File: config.mk
export PLATFORM = sky130hd
export DESIGN_NAME = potbank_core
export DESIGN_NICKNAME = d
export VERILOG_FILES = /design/src/rtl/potbank_pkg.sv /design/src/rtl/potbank_nvstore.sv /design/src/rtl/potbank_wiper.sv /design/src/rtl/potbank_busytimer.sv /design/src/rtl/potbank_core.sv
export SDC_FILE = /design/constraint.sdc
export NUM_CORES = 1
export LEC_CHECK = 0
export ABC_AREA = 0
export CAP_MARGIN = 30
export CORE_MARGIN = 2
export CORE_UTILIZATION = 30
export CTS_BUF_LIST = sky130_fd_sc_hd__clkbuf_16
export CTS_CLUSTER_DIAMETER = 150
export DETAILED_ROUTE_END_ITERATION = 10
export GPL_TIMING_DRIVEN = 0
export HOLD_SLACK_MARGIN = 0.1
export REMOVE_ABC_BUFFERS = 1
export SYNTH_ARGS = -nofsm -noshare
export SYNTH_HDL_FRONTEND = slang
export SYNTH_SLANG_ARGS = --single-unit
export TNS_END_PERCENT = 10
File: constraint.sdc
create_clock -name clk -period 3.6 [get_ports clk]
set_input_delay 0.54 -clock clk [delete_from_list [all_inputs] [get_ports clk]]
set_output_delay 0.54 -clock clk [all_outputs]
set_load 0.02 [all_outputs]
File: src/rtl/potbank_pkg.sv
package potbank_pkg;
  typedef enum logic [2:0] {
    OP_RD_WIPER  = 3'd0,
    OP_WR_WIPER  = 3'd1,
    OP_RD_REG    = 3'd2,
    OP_WR_REG    = 3'd3,
    OP_LOAD_ONE  = 3'd4,
    OP_STORE_ONE = 3'd5,
    OP_LOAD_ALL  = 3'd6,
    OP_STORE_ALL = 3'd7
  } pb_op_e;
endpackage

File: src/rtl/potbank_nvstore.sv
// Stored settings of one pot: small distributed memory, no reset.
module potbank_nvstore #(
  parameter int N_REGS = 4,
  parameter int DW = 8,
  parameter logic [DW-1:0] INIT_VAL = 'h80,
  localparam int RW = (N_REGS > 1) ? $clog2(N_REGS) : 1
) (
  input  logic          clk,
  input  logic          we,
  input  logic [RW-1:0] addr,
  input  logic [DW-1:0] wdata,
  output logic [DW-1:0] rdata,
  output logic [DW-1:0] rdata0
);
  logic [DW-1:0] mem [N_REGS] = '{default: INIT_VAL};

  always_ff @(posedge clk) begin
    if (we) mem[addr] <= wdata;
  end

  assign rdata  = mem[addr];
  assign rdata0 = mem[0];
endmodule

File: src/rtl/potbank_wiper.sv
// Volatile wiper position register of one pot, reloaded during reset.
module potbank_wiper #(
  parameter int DW = 8
) (
  input  logic          clk,
  input  logic          rst,
  input  logic [DW-1:0] recall_val,
  input  logic          ld,
  input  logic [DW-1:0] ld_val,
  output logic [DW-1:0] pos
);
  always_ff @(posedge clk) begin
    if (rst)     pos <= recall_val;
    else if (ld) pos <= ld_val;
  end
endmodule

File: src/rtl/potbank_busytimer.sv
// Busy window: high for exactly WR_CYCLES cycles after a start pulse.
module potbank_busytimer #(
  parameter int WR_CYCLES = 40,
  localparam int CW = $clog2(WR_CYCLES + 1)
) (
  input  logic clk,
  input  logic rst,
  input  logic start,
  output logic busy
);
  logic [CW-1:0] remain;

  always_ff @(posedge clk) begin
    if (rst) begin
      busy   <= 1'b0;
      remain <= '0;
    end else if (start && !busy) begin
      busy   <= 1'b1;
      remain <= CW'(WR_CYCLES - 1);
    end else if (busy) begin
      if (remain == '0) busy <= 1'b0;
      else              remain <= remain - 1'b1;
    end
  end
endmodule

File: src/rtl/potbank_core.sv
module potbank_core
  import potbank_pkg::*;
#(
  parameter int N_POTS = 2,
  parameter int N_REGS = 4,
  parameter int DW = 8,
  parameter int WR_CYCLES = 40,
  parameter logic [DW-1:0] INIT_VAL = 'h80,
  localparam int PW = (N_POTS > 1) ? $clog2(N_POTS) : 1,
  localparam int RW = (N_REGS > 1) ? $clog2(N_REGS) : 1
) (
  input  logic                 clk,
  input  logic                 rst,
  input  logic                 cmd_valid,
  input  logic [2:0]           cmd_op,
  input  logic [PW-1:0]        cmd_pot,
  input  logic [RW-1:0]        cmd_reg,
  input  logic [DW-1:0]        cmd_data,
  input  logic                 store_allow,
  output logic                 rd_valid,
  output logic [DW-1:0]        rd_data,
  output logic [N_POTS*DW-1:0] wiper_pos,
  output logic                 busy
);
  pb_op_e op;
  logic   modifies;
  logic   nv_go;
  logic   is_read;

  logic [DW-1:0] wcr     [N_POTS];
  logic [DW-1:0] dr_sel  [N_POTS];
  logic [DW-1:0] dr_zero [N_POTS];

  assign op = pb_op_e'(cmd_op);

  always_comb begin
    modifies = cmd_valid && !rst &&
               (op == OP_WR_REG || op == OP_STORE_ONE || op == OP_STORE_ALL);
    is_read  = cmd_valid && (op == OP_RD_WIPER || op == OP_RD_REG);
  end

  // protect input and busy window gate every stored-setting change
  assign nv_go = modifies && store_allow && !busy;

  for (genvar p = 0; p < N_POTS; p++) begin : g_pot
    logic          hit;
    logic          we;
    logic [DW-1:0] wdata;
    logic          ld;
    logic [DW-1:0] ld_val;

    always_comb begin
      hit    = (cmd_pot == PW'(p));
      we     = nv_go && (op == OP_STORE_ALL || hit);
      wdata  = (op == OP_WR_REG) ? cmd_data : wcr[p];
      ld     = cmd_valid && ((hit && (op == OP_WR_WIPER || op == OP_LOAD_ONE)) ||
                             op == OP_LOAD_ALL);
      ld_val = (op == OP_WR_WIPER) ? cmd_data : dr_sel[p];
    end

    potbank_nvstore #(.N_REGS(N_REGS), .DW(DW), .INIT_VAL(INIT_VAL)) u_store (
      .clk    (clk),
      .we     (we),
      .addr   (cmd_reg),
      .wdata  (wdata),
      .rdata  (dr_sel[p]),
      .rdata0 (dr_zero[p])
    );

    potbank_wiper #(.DW(DW)) u_wiper (
      .clk        (clk),
      .rst        (rst),
      .recall_val (dr_zero[p]),
      .ld         (ld),
      .ld_val     (ld_val),
      .pos        (wcr[p])
    );

    assign wiper_pos[p*DW +: DW] = wcr[p];
  end

  potbank_busytimer #(.WR_CYCLES(WR_CYCLES)) u_timer (
    .clk   (clk),
    .rst   (rst),
    .start (nv_go),
    .busy  (busy)
  );

  always_ff @(posedge clk) begin
    if (rst) begin
      rd_valid <= 1'b0;
      rd_data  <= '0;
    end else begin
      rd_valid <= is_read;
      if (is_read)
        rd_data <= (op == OP_RD_WIPER) ? wcr[cmd_pot] : dr_sel[cmd_pot];
    end
  end
endmodule

==> results.py, run 1 <==
metrics = {
    "status": {
        "status": "finished, final reports clean",
    },
    "routing": {
        "drt_iter0_drc": 324,
        "wire_per_inst_um": 19.2,
        "wl_um": 10500,
        "detail_route.vias_per_cell": 5.08,
        "drtPass1Iterations": 4,
        "drc": 0,
        "ant_nets": 0,
        "vias": 2780,
    },
    "cts": {
        "cts_root_buf": "clkbuf_16",
        "cts_setup_buffers": 0,
        "cts.repair.resized": 0,
        "clock_path_buffers": 2,
        "postCtsHoldBufs": 0,
        "cts_tree": "built",
        "clk_pin_slew_worst_paths_ns": 0.07,
        "cts_buffers": 9,
        "clk_latency_ns": 0.35,
        "cts_sinks": 96,
        "htree_levels": 3,
    },
    "synthesis": {
        "synth_cell_types": 35,
        "netlist.area_leader.share": 0.552,
        "ys_top_cells_by_area": "edfxtp_1 55%, mux4_2 8.3%, dfxtp_1 7.4%",
        "synth_top_family_by_area": "multiplexers",
        "synth_area_per_cell_um2": 13.8,
        "synth.yosys.seq_area_share": 0.625,
        "ys_seq_elements": 96,
        "synth-compound-area-share": 0.0796,
        "syn_area_um2": 4350,
        "synth-warning-count": 0,
        "synthXorXnorAreaFrac": 0.00805,
        "synthMuxAreaShare": 0.161,
        "yosys.area_share.adder": 0.0103,
        "syn_inst": 316,
        "synth_top_area_cell": "edfxtp_1",
        "yosys.area_share.simple": 0.0859,
    },
    "final_layout": {
        "instances_no_fill": 547,
        "area_delta_synth_final_pct": 21.7,
        "fin_nets": 378,
        "final_util": 0.369,
        "n_antenna_cell": 0,
        "final_cell_mix": "80 x edfxtp_1, 53 x nand2_1, 42 x clkdlybuf4s50_1",
        "final_common_cell": "edfxtp_1",
        "drive_gt1_frac": 0.174,
        "stdcell_area_um2": 5300,
    },
    "die": {
        "ios": 44,
        "die_w_um": 124,
        "core_um2": 14400,
        "dieHeight_um": 124,
        "die_area_um2": 15500,
        "core.rowCount": 44,
        "initial_core_util": 0.303,
    },
    "setup_path": {
        "required_ns": 3.64,
        "worstSetupStartpointType": "input port",
        "crit_path_cell_trace": "clkdlybuf4s50_1 > inv_1 > maj3_1 > nand2_1 > nor3_1 > buf_2",
        "worstSetupEndpointType": "flip-flop",
        "slowest_stage": "clkdlybuf4s50_1",
        "critical_path.max_stage_delay_ns": 0.70,
        "critical_path_class": "input port to flip-flop",
        "arrival_ns": 2.97,
        "path_max_fanout": 12,
        "critPathTopFamily": "buffers and inverters",
        "critPathBufInv": 3,
    },
    "sta": {
        "period_needed_ns": 2.93,
        "fmax_mhz": 341,
        "fin_crit_sh": 0.814,
        "drv_slew": 0,
        "relSlewSlack": 0.351,
        "fin_worst_hold_slack_ns": 0.471,
        "hold_violations": 0,
        "final.setup.worst_slack_ns": 0.669,
        "setup_viol": 0,
        "worstMarginPinSlew_ns": 0.970,
        "skew_ns": 0.00647,
        "fin_setup_tns_ns": 0,
        "rsz0062_at_grt": "no",
    },
    "run": {
        "maxCapViolCount": 0,
    },
    "power_and_ir_drop": {
        "pwr-share-clk": 0.384,
        "p_leak_nw": 1.76,
        "p_int_mw": 1.84,
        "power_density_nw_per_um2": 463,
        "pwr-share-comb": 0.104,
        "seq_power_share": 0.512,
        "irDropWorstVdd_mv": 0.218,
        "p_switching_mw": 0.610,
        "p_sw_frac": 0.248,
        "total_power_mw": 2.45,
    },
    "grt": {
        "grt_max_degree": 44,
        "first_global_vias": 2774,
        "grt_usage": 0.138,
        "grt_pass1_wl_um": 16200,
        "grt_overflow": 0,
        "antenna_found_initial": 0,
    },
    "place": {
        "postPlaceCellArea_um2": 5000,
        "port_buffers": 43,
        "preCtsSetupSlack_ns": 0.364,
        "dp_hpwl_um": 7110,
        "dp.cells": 531,
        "gp_congestion": 0.722,
    },
    "hold_path": {
        "worstHoldPathType": "flip-flop to flip-flop",
    },
}
per-layer routing:
| metal | routed length (µm) | global-route usage | up-vias |
|---|---|---|---|
| li1 | - | - | 1282 |
| met1 | 4470 | 0.182 | 1393 |
| met2 | 5170 | 0.226 | 92 |
| met3 | 707 | 0.0369 | 13 |
| met4 | 146 | 0.0370 | 0 |
| met5 | 0 | 0 | - |
cell usage after synthesis, drive strengths merged:
| library cell | n |
|---|---|
| o2111ai | 1 |
| o211ai | 2 |
| dfxtp | 16 |
| a21o | 2 |
| or4 | 1 |
| ha | 2 |
| inv | 4 |
| mux2 | 16 |
| edfxtp | 80 |
| mux2i | 16 |
| nand2 | 53 |
| xor2 | 3 |
| xnor2 | 1 |
| nand2b | 5 |
| maj3 | 2 |
| o21a | 1 |
| o22ai | 2 |
| o21ai | 19 |
| nand3b | 1 |
| a32o | 8 |
| nor3 | 8 |
| clkbuf | 9 |
| nand3 | 1 |
| a31oi | 2 |
| a21oi | 20 |
| nor3b | 1 |
| buf | 11 |
| mux4 | 16 |
| or2 | 1 |
| or3 | 2 |
| nor2 | 10 |
worst reg2reg max path, stage by stage (launching register included):
cell and delay [ns]:
dfxtp_1 0.38, nor3_1 0.43, nand2_1 0.19, nor3_1 0.56, buf_2 0.34
area by class of cell:
class | instances | area [µm²]
clock buffer | 9 | 225
clock inverter | 7 | 72.6
fill | 1364 | 9070
inverter | 4 | 15.0
multi-input combinational | 196 | 1510
sequential | 96 | 2720
tap | 184 | 230
timing repair buffer | 51 | 527
logic make-up after synthesis:
kind of cell,count (synthesis)
XOR/XNOR,4
adder cells (fa/ha/maj),4
buffers and inverters,24
AND/OR/NAND/NOR,83
AO/OA/AOI/OAI,57
flip-flops,96
multiplexers,48
state kept, by name, summed over array words and instances, names as in the netlist:
signal / count
rd_data: 8
u_timer.busy: 1
rd_valid: 1
g_pot.u_wiper.pos: 16
g_pot.u_store.mem: 64
u_timer.remain: 6
power groups by stage:
| stage | clock network [mW] | logic (mW) | registers, mW |
|---|---|---|---|
| 2_1_floorplan | 0 | 0.109 | 1.30 |
| 3_3_place_gp | 0 | 0.244 | 1.28 |
| 3_5_place_dp | 0 | 0.257 | 1.28 |
| 4_1_cts | 0.963 | 0.258 | 1.26 |
| 5_1_grt | 1.00 | 0.280 | 1.26 |
| 6_report | 0.941 | 0.256 | 1.26 |
path summary, 6_finish.rpt:
check,from,endpoint,slack [ns],depth (start not counted)
setup / recovery,cmd_pot,g_pot[0].u_store.mem[0][4]$_DFFE_PP_,0.67,6
hold / removal,rd_data[5]$_SDFFE_PP0P_,rd_data[5]$_SDFFE_PP0P_,0.47,1
setup reg to reg,u_timer.busy$_SDFF_PP0_,g_pot[0].u_store.mem[0][4]$_DFFE_PP_,1.40,4
hold reg to reg,rd_data[5]$_SDFFE_PP0P_,rd_data[5]$_SDFFE_PP0P_,0.47,1
Power figures use the tool's default switching activity.
==> run 2: changes to the inputs <==
==> constraint.sdc (replaced) <==
create_clock -name clk -period 2.6 [get_ports clk]
set_input_delay 0.39 -clock clk [delete_from_list [all_inputs] [get_ports clk]]
set_output_delay 0.39 -clock clk [all_outputs]
set_load 0.02 [all_outputs]
==> run 2 against run 1 <==
  * Cell area up 0.71%
  * First-iteration DRC count down 13%
  * Utilization up 0.26 points
  * Critical endpoint is now g_pot[1].u_wiper.pos[2]$_DFFE_PP_
  * Clock skew about the same
  * Hold slack about the same
  * Non-clock buffer count unchanged
  * Global-route usage about the same
  * Setup slack worse by 0.50 ns
  * Via count down 0.72%
  * Sequential power up 38%
  * Flip-flop and latch count unchanged
==> results.py, run 2 (synthesized netlist as in run 1, its figures left out) <==
metrics = {
    "die": {
        "initial_core_util": 0.303,
        "die_w_um": 124,
        "dieHeight_um": 124,
        "ios": 44,
        "core.rowCount": 44,
        "die_area_um2": 15500,
        "core_um2": 14400,
    },
    "sta": {
        "fmax_mhz": 412,
        "worstMarginPinSlew_ns": 0.808,
        "period_needed_ns": 2.43,
        "hold_violations": 0,
        "fin_crit_sh": 0.934,
        "rsz0062_at_grt": "no",
        "skew_ns": 0.00644,
        "setup_viol": 0,
        "drv_slew": 0,
        "relSlewSlack": 0.462,
        "fin_setup_tns_ns": 0,
    },
    "grt": {
        "grt_max_degree": 44,
        "grt_pass1_wl_um": 16200,
        "grt_overflow": 0,
        "first_global_vias": 2779,
        "grt_usage": 0.139,
        "antenna_found_initial": 0,
    },
    "routing": {
        "wire_per_inst_um": 19.1,
        "drc": 0,
        "ant_nets": 0,
        "vias": 2760,
        "wl_um": 10500,
        "drtPass1Iterations": 4,
        "detail_route.vias_per_cell": 5.05,
        "drt_iter0_drc": 281,
    },
    "final_layout": {
        "n_antenna_cell": 0,
        "regArea_um2": 2720,
        "multi_input_area_um2": 1540,
        "final_cell_mix": "80 x edfxtp_1, 53 x nand2_1, 41 x clkdlybuf4s50_1",
        "final_common_cell": "edfxtp_1",
        "largest_reg_flops": 64,
        "top_regs": "g_pot.u_store.mem (64), g_pot.u_wiper.pos (16), rd_data (8)",
        "instances_no_fill": 547,
        "drive_gt1_frac": 0.198,
        "n_fill_cell": 1366,
        "regMostFlops": "g_pot.u_store.mem",
        "area_delta_synth_final_pct": 22.6,
        "fin_nets": 378,
    },
    "setup_path": {
        "critPathBufInv": 2,
        "critical_path_class": "input port to flip-flop",
        "critical_path.max_stage_delay_ns": 0.65,
        "worstSetupStartpointType": "input port",
        "crit_path_cell_trace": "clkdlybuf4s50_1 > nor3b_4 > inv_1 > o22ai_1 > a21o_1",
        "timing.rr.end": "g_pot[0].u_store.mem[0][6]$_DFFE_PP_",
        "r2r_start": "u_timer.busy$_SDFF_PP0_",
        "path_max_fanout": 11,
        "arrival_ns": 2.43,
        "slowest_stage": "nor3b_4",
        "rr_worst_depth": 4,
        "r2r_slack_ns": 0.59,
        "critPathTopFamily": "buffers and inverters",
        "worstSetupEndpointType": "flip-flop",
        "required_ns": 2.60,
    },
    "cts": {
        "cts_buffers": 9,
        "cts_root_buf": "clkbuf_16",
        "clock_path_buffers": 2,
        "clk_pin_slew_worst_paths_ns": 0.07,
        "clk_latency_ns": 0.35,
        "cts_sinks": 96,
        "cts_tree": "built",
        "htree_levels": 3,
    },
    "power_and_ir_drop": {
        "irDropWorstVdd_mv": 0.301,
        "p_leak_nw": 1.77,
        "power_density_nw_per_um2": 638,
    },
    "hold_path": {
        "worstHoldEndpoint": "rd_data[5]$_SDFFE_PP0P_",
        "worstHoldPathType": "flip-flop to flip-flop",
        "whs_path_depth": 1,
        "min_from": "rd_data[5]$_SDFFE_PP0P_",
    },
    "run": {
        "maxCapViolCount": 0,
    },
    "status": {
        "status": "finished, final reports clean",
    },
    "place": {
        "dp.cells": 531,
        "port_buffers": 43,
        "gp_congestion": 0.722,
        "dp_hpwl_um": 7110,
    },
}
run 2: changes by cell type in the layout (fill, tap and decap cells not counted):
cell             delta
nor3_1              -2
nor2_1              -6
dlymetal6s2s_1      +1
nor3b_4             +1
inv_1               -1
clkinvlp_4          +1
clkdlybuf4s50_1     -1
nor2_2              +6
nor3b_2             -1
nor3_2              +2
run 2: worst max path at each step:
stage                         start                              endpoint  slack [ns]  cells past startpoint
after global routing      cmd_op[2]     g_pot[0].u_wiper.pos[4]$_DFFE_PP_        0.06                      5
after floorplan           cmd_op[1]     g_pot[0].u_wiper.pos[0]$_DFFE_PP_       -0.56                      4
after CTS                   cmd_pot  g_pot[0].u_store.mem[1][6]$_DFFE_PP_       -0.03                      5
after detailed placement    cmd_pot  g_pot[0].u_store.mem[0][3]$_DFFE_PP_       -0.49                      6
final                     cmd_op[2]     g_pot[1].u_wiper.pos[2]$_DFFE_PP_        0.17                      5
after global placement    cmd_op[0]     g_pot[0].u_wiper.pos[7]$_DFFE_PP_       -2.46                      5
run 2: metal layers:
metal | global-route usage | up-vias | part of all wire
met2 | 0.226 | 90 | 0.49
li1 | - | 1284 | -
met4 | 0.0370 | 0 | 0.013
met5 | 0 | - | 0
met1 | 0.183 | 1376 | 0.43
met3 | 0.0369 | 10 | 0.060
run 2: area by class of cell:
type / instances / area share
tap: 184 / 0.0431
inverter: 4 / 0.00352
multi-input combinational: 196 / 0.288
clock buffer: 9 / 0.0422
sequential: 96 / 0.510
timing repair buffer: 51 / 0.0992
clock inverter: 7 / 0.0136
run 2: power breakdown:
part / total (mW) / switching [mW] / internal [mW]
clock: 1.31 / 0.626 / 0.681
sequential: 1.74 / 0.0258 / 1.71
combinational: 0.358 / 0.199 / 0.159
run 2: per-stage QoR:
step                worst slack (ns)  instance area [µm²]   util  power, mW  hold WS [ns]
finish                         0.171                 5340  0.371       3.40         0.471
detailed placement            -0.486                 5000  0.348       2.13         0.462
global placement               -2.46                 4900  0.341       2.11         0.460
floorplan                     -0.564                 4240      -       1.95         0.457
CTS                          -0.0330                 5310  0.369       3.43         0.479
global route                  0.0646                 5340  0.371       3.52         0.497
run 2: worst register-to-register path: stages, from the launching register on:
cell and delay, ns:
dfxtp_1 0.38, nor3_1 0.42, nand2_1 0.25, nor3_2 0.36, buf_2 0.30
run 2: timing repair:
action | in CTS | in global routing
buffers inserted | 0 | 0
cloned | 0 | 0
hold buffers | 0 | 0
endpoints found under the setup margin | 29 | 74
gates resized for setup | 2 | 9
endpoints found under the hold margin | 0 | 0
==> run 3: changes to the inputs <==
==> constraint.sdc (replaced) <==
create_clock -name clk -period 2.5 [get_ports clk]
set_input_delay 0.375 -clock clk [delete_from_list [all_inputs] [get_ports clk]]
set_output_delay 0.375 -clock clk [all_outputs]
set_load 0.02 [all_outputs]
==> run 3 against run 2 <==
  * Wire length is 0.28% higher
  * Non-clock buffer count stayed put
  * Largest cell class unchanged
  * Sequential share of layout area is 0.096 points lower
  * Global-route usage hardly changed
  * Clock skew is 0.0014 ns higher
  * Utilization is 0.070 points higher
==> results.py, run 3 (synthesized netlist as in run 1, its figures left out) <==
metrics = {
    "die": {
        "core.rowCount": 44,
        "core_um2": 14400,
        "die_area_um2": 15500,
        "ios": 44,
        "die_w_um": 124,
        "initial_core_util": 0.303,
        "dieHeight_um": 124,
    },
    "power_and_ir_drop": {
        "p_int_mw": 2.66,
        "p_sw_frac": 0.251,
        "p_leak_nw": 1.78,
        "power_density_nw_per_um2": 663,
        "seq_power_share": 0.510,
        "irDropWorstVdd_mv": 0.312,
        "pwr-share-comb": 0.106,
        "pwr-share-clk": 0.384,
        "p_switching_mw": 0.888,
    },
    "grt": {
        "grt_max_degree": 44,
        "antenna_found_initial": 0,
        "grt_overflow": 0,
        "first_global_vias": 2773,
        "grt_usage": 0.139,
        "grt_pass1_wl_um": 16200,
    },
    "routing": {
        "wire_per_inst_um": 19.2,
        "drc": 0,
        "ant_nets": 0,
        "vias": 2767,
        "drtPass1Iterations": 4,
        "detail_route.vias_per_cell": 5.06,
        "wl_um": 10500,
        "drt_iter0_drc": 285,
    },
    "final_layout": {
        "drive_gt1_frac": 0.204,
        "final_cell_mix": "80 x edfxtp_1, 53 x nand2_1, 40 x clkdlybuf4s50_1",
        "final_common_cell": "edfxtp_1",
        "final_util": 0.372,
        "top_regs": "g_pot.u_store.mem (64), g_pot.u_wiper.pos (16), rd_data (8)",
        "largest_reg_flops": 64,
        "instances_no_fill": 547,
        "n_antenna_cell": 0,
        "area_delta_synth_final_pct": 22.8,
        "fin_nets": 378,
        "regMostFlops": "g_pot.u_store.mem",
    },
    "cts": {
        "clk_latency_ns": 0.35,
        "cts_root_buf": "clkbuf_16",
        "clock_path_buffers": 2,
        "htree_levels": 3,
        "cts_tree": "built",
        "clk_pin_slew_worst_paths_ns": 0.07,
        "cts_buffers": 9,
        "cts_sinks": 96,
        "postCtsHoldBufs": 0,
    },
    "sta": {
        "setup_viol": 0,
        "fin_crit_sh": 0.945,
        "fmax_mhz": 423,
        "final.setup.worst_slack_ns": 0.139,
        "hold_violations": 0,
        "relSlewSlack": 0.445,
        "drv_slew": 0,
        "worstMarginPinSlew_ns": 0.832,
        "rsz0062_at_grt": "no",
        "period_needed_ns": 2.36,
        "skew_ns": 0.00782,
    },
    "setup_path": {
        "path_max_fanout": 8,
        "critPathBufInv": 2,
        "required_ns": 2.54,
        "path_common_cell": "nand2_1",
        "critical_path_class": "input port to flip-flop",
        "arrival_ns": 2.40,
        "critPathTopFamily": "simple AND/OR/NAND/NOR gates",
        "crit_path_cell_trace": "clkdlybuf4s50_1 > nand2_1 > nor3_1 > nand2_1 > nor3_2 > buf_2",
        "critical_path.max_stage_delay_ns": 0.64,
        "slowest_stage": "clkdlybuf4s50_1",
        "worstSetupStartpointType": "input port",
        "worstSetupEndpointType": "flip-flop",
    },
    "run": {
        "maxCapViolCount": 0,
    },
    "hold_path": {
        "worstHoldPathType": "flip-flop to flip-flop",
    },
    "place": {
        "preCtsSetupSlack_ns": -0.571,
        "gp_congestion": 0.722,
        "dp.cells": 531,
        "port_buffers": 43,
        "dp_hpwl_um": 7110,
    },
    "status": {
        "status": "finished, final reports clean",
    },
}
[run 3: cell types whose count changed in the layout (fill, tap and decap cells not counted)]
| cell | change |
|---|---|
| dlymetal6s2s_1 | +1 |
| nor2_2 | -1 |
| nor2_4 | +1 |
| a21o_2 | +2 |
| a21o_1 | -2 |
| clkdlybuf4s50_1 | -1 |
[run 3: what timing repair did]
action / CTS / global route
buffers inserted: 0 / 0
resized for setup: 5 / 10
endpoints found under the setup margin: 63 / 60
[run 3: per-stage QoR]
| stage | power, mW | hold slack (ns) | instance area [µm²] | TNS (ns) |
|---|---|---|---|---|
| 5_1_grt | 3.66 | 0.497 | 5350 | 0 |
| 2_1_floorplan | 2.03 | 0.444 | 4240 | -15.04 |
| 4_1_cts | 3.57 | 0.479 | 5320 | -3.03 |
| 6_report | 3.54 | 0.472 | 5350 | 0 |
| 3_3_place_gp | 2.20 | 0.460 | 4900 | -187.96 |
| 3_5_place_dp | 2.22 | 0.462 | 5000 | -38.27 |
[run 3: layout make-up]
type | count | area [µm²]
clock buffers | 9 | 225
clock inverters | 7 | 72.6
fillers | 1364 | 9020
inverters | 4 | 18.8
multi-input cells | 196 | 1550
flip-flops and latches | 96 | 2720
well taps | 184 | 230
repair buffers | 51 | 532
[run 3: path summary, 6_finish.rpt]
kind | start | endpoint | slack [ns] | depth (start not counted)
hold / removal | rd_data[5]$_SDFFE_PP0P_ | rd_data[5]$_SDFFE_PP0P_ | 0.47 | 1
hold reg to reg | rd_data[5]$_SDFFE_PP0P_ | rd_data[5]$_SDFFE_PP0P_ | 0.47 | 1
setup reg to reg | u_timer.busy$_SDFF_PP0_ | g_pot[0].u_store.mem[0][6]$_DFFE_PP_ | 0.46 | 4
setup / recovery | cmd_op[0] | g_pot[0].u_store.mem[0][6]$_DFFE_PP_ | 0.14 | 6
[run 3: layer usage]
| layer | global-route usage | vias up | wire length (µm) | share of wire |
|---|---|---|---|---|
| met5 | 0 | - | 0 | 0 |
| met4 | 0.0370 | 0 | 131 | 0.012 |
| met3 | 0.0369 | 9 | 535 | 0.051 |
| met2 | 0.227 | 75 | 5070 | 0.48 |
| met1 | 0.182 | 1395 | 4750 | 0.45 |
| li1 | - | 1288 | - | - |
[run 3: power by group through the flow]
stage / Combinational [mW] / Clock (mW) / Sequential [mW]
2_1_floorplan: 0.157 / 0 / 1.87
3_3_place_gp: 0.351 / 0 / 1.85
3_5_place_dp: 0.370 / 0 / 1.85
4_1_cts: 0.373 / 1.39 / 1.81
5_1_grt: 0.408 / 1.44 / 1.81
6_report: 0.374 / 1.36 / 1.81
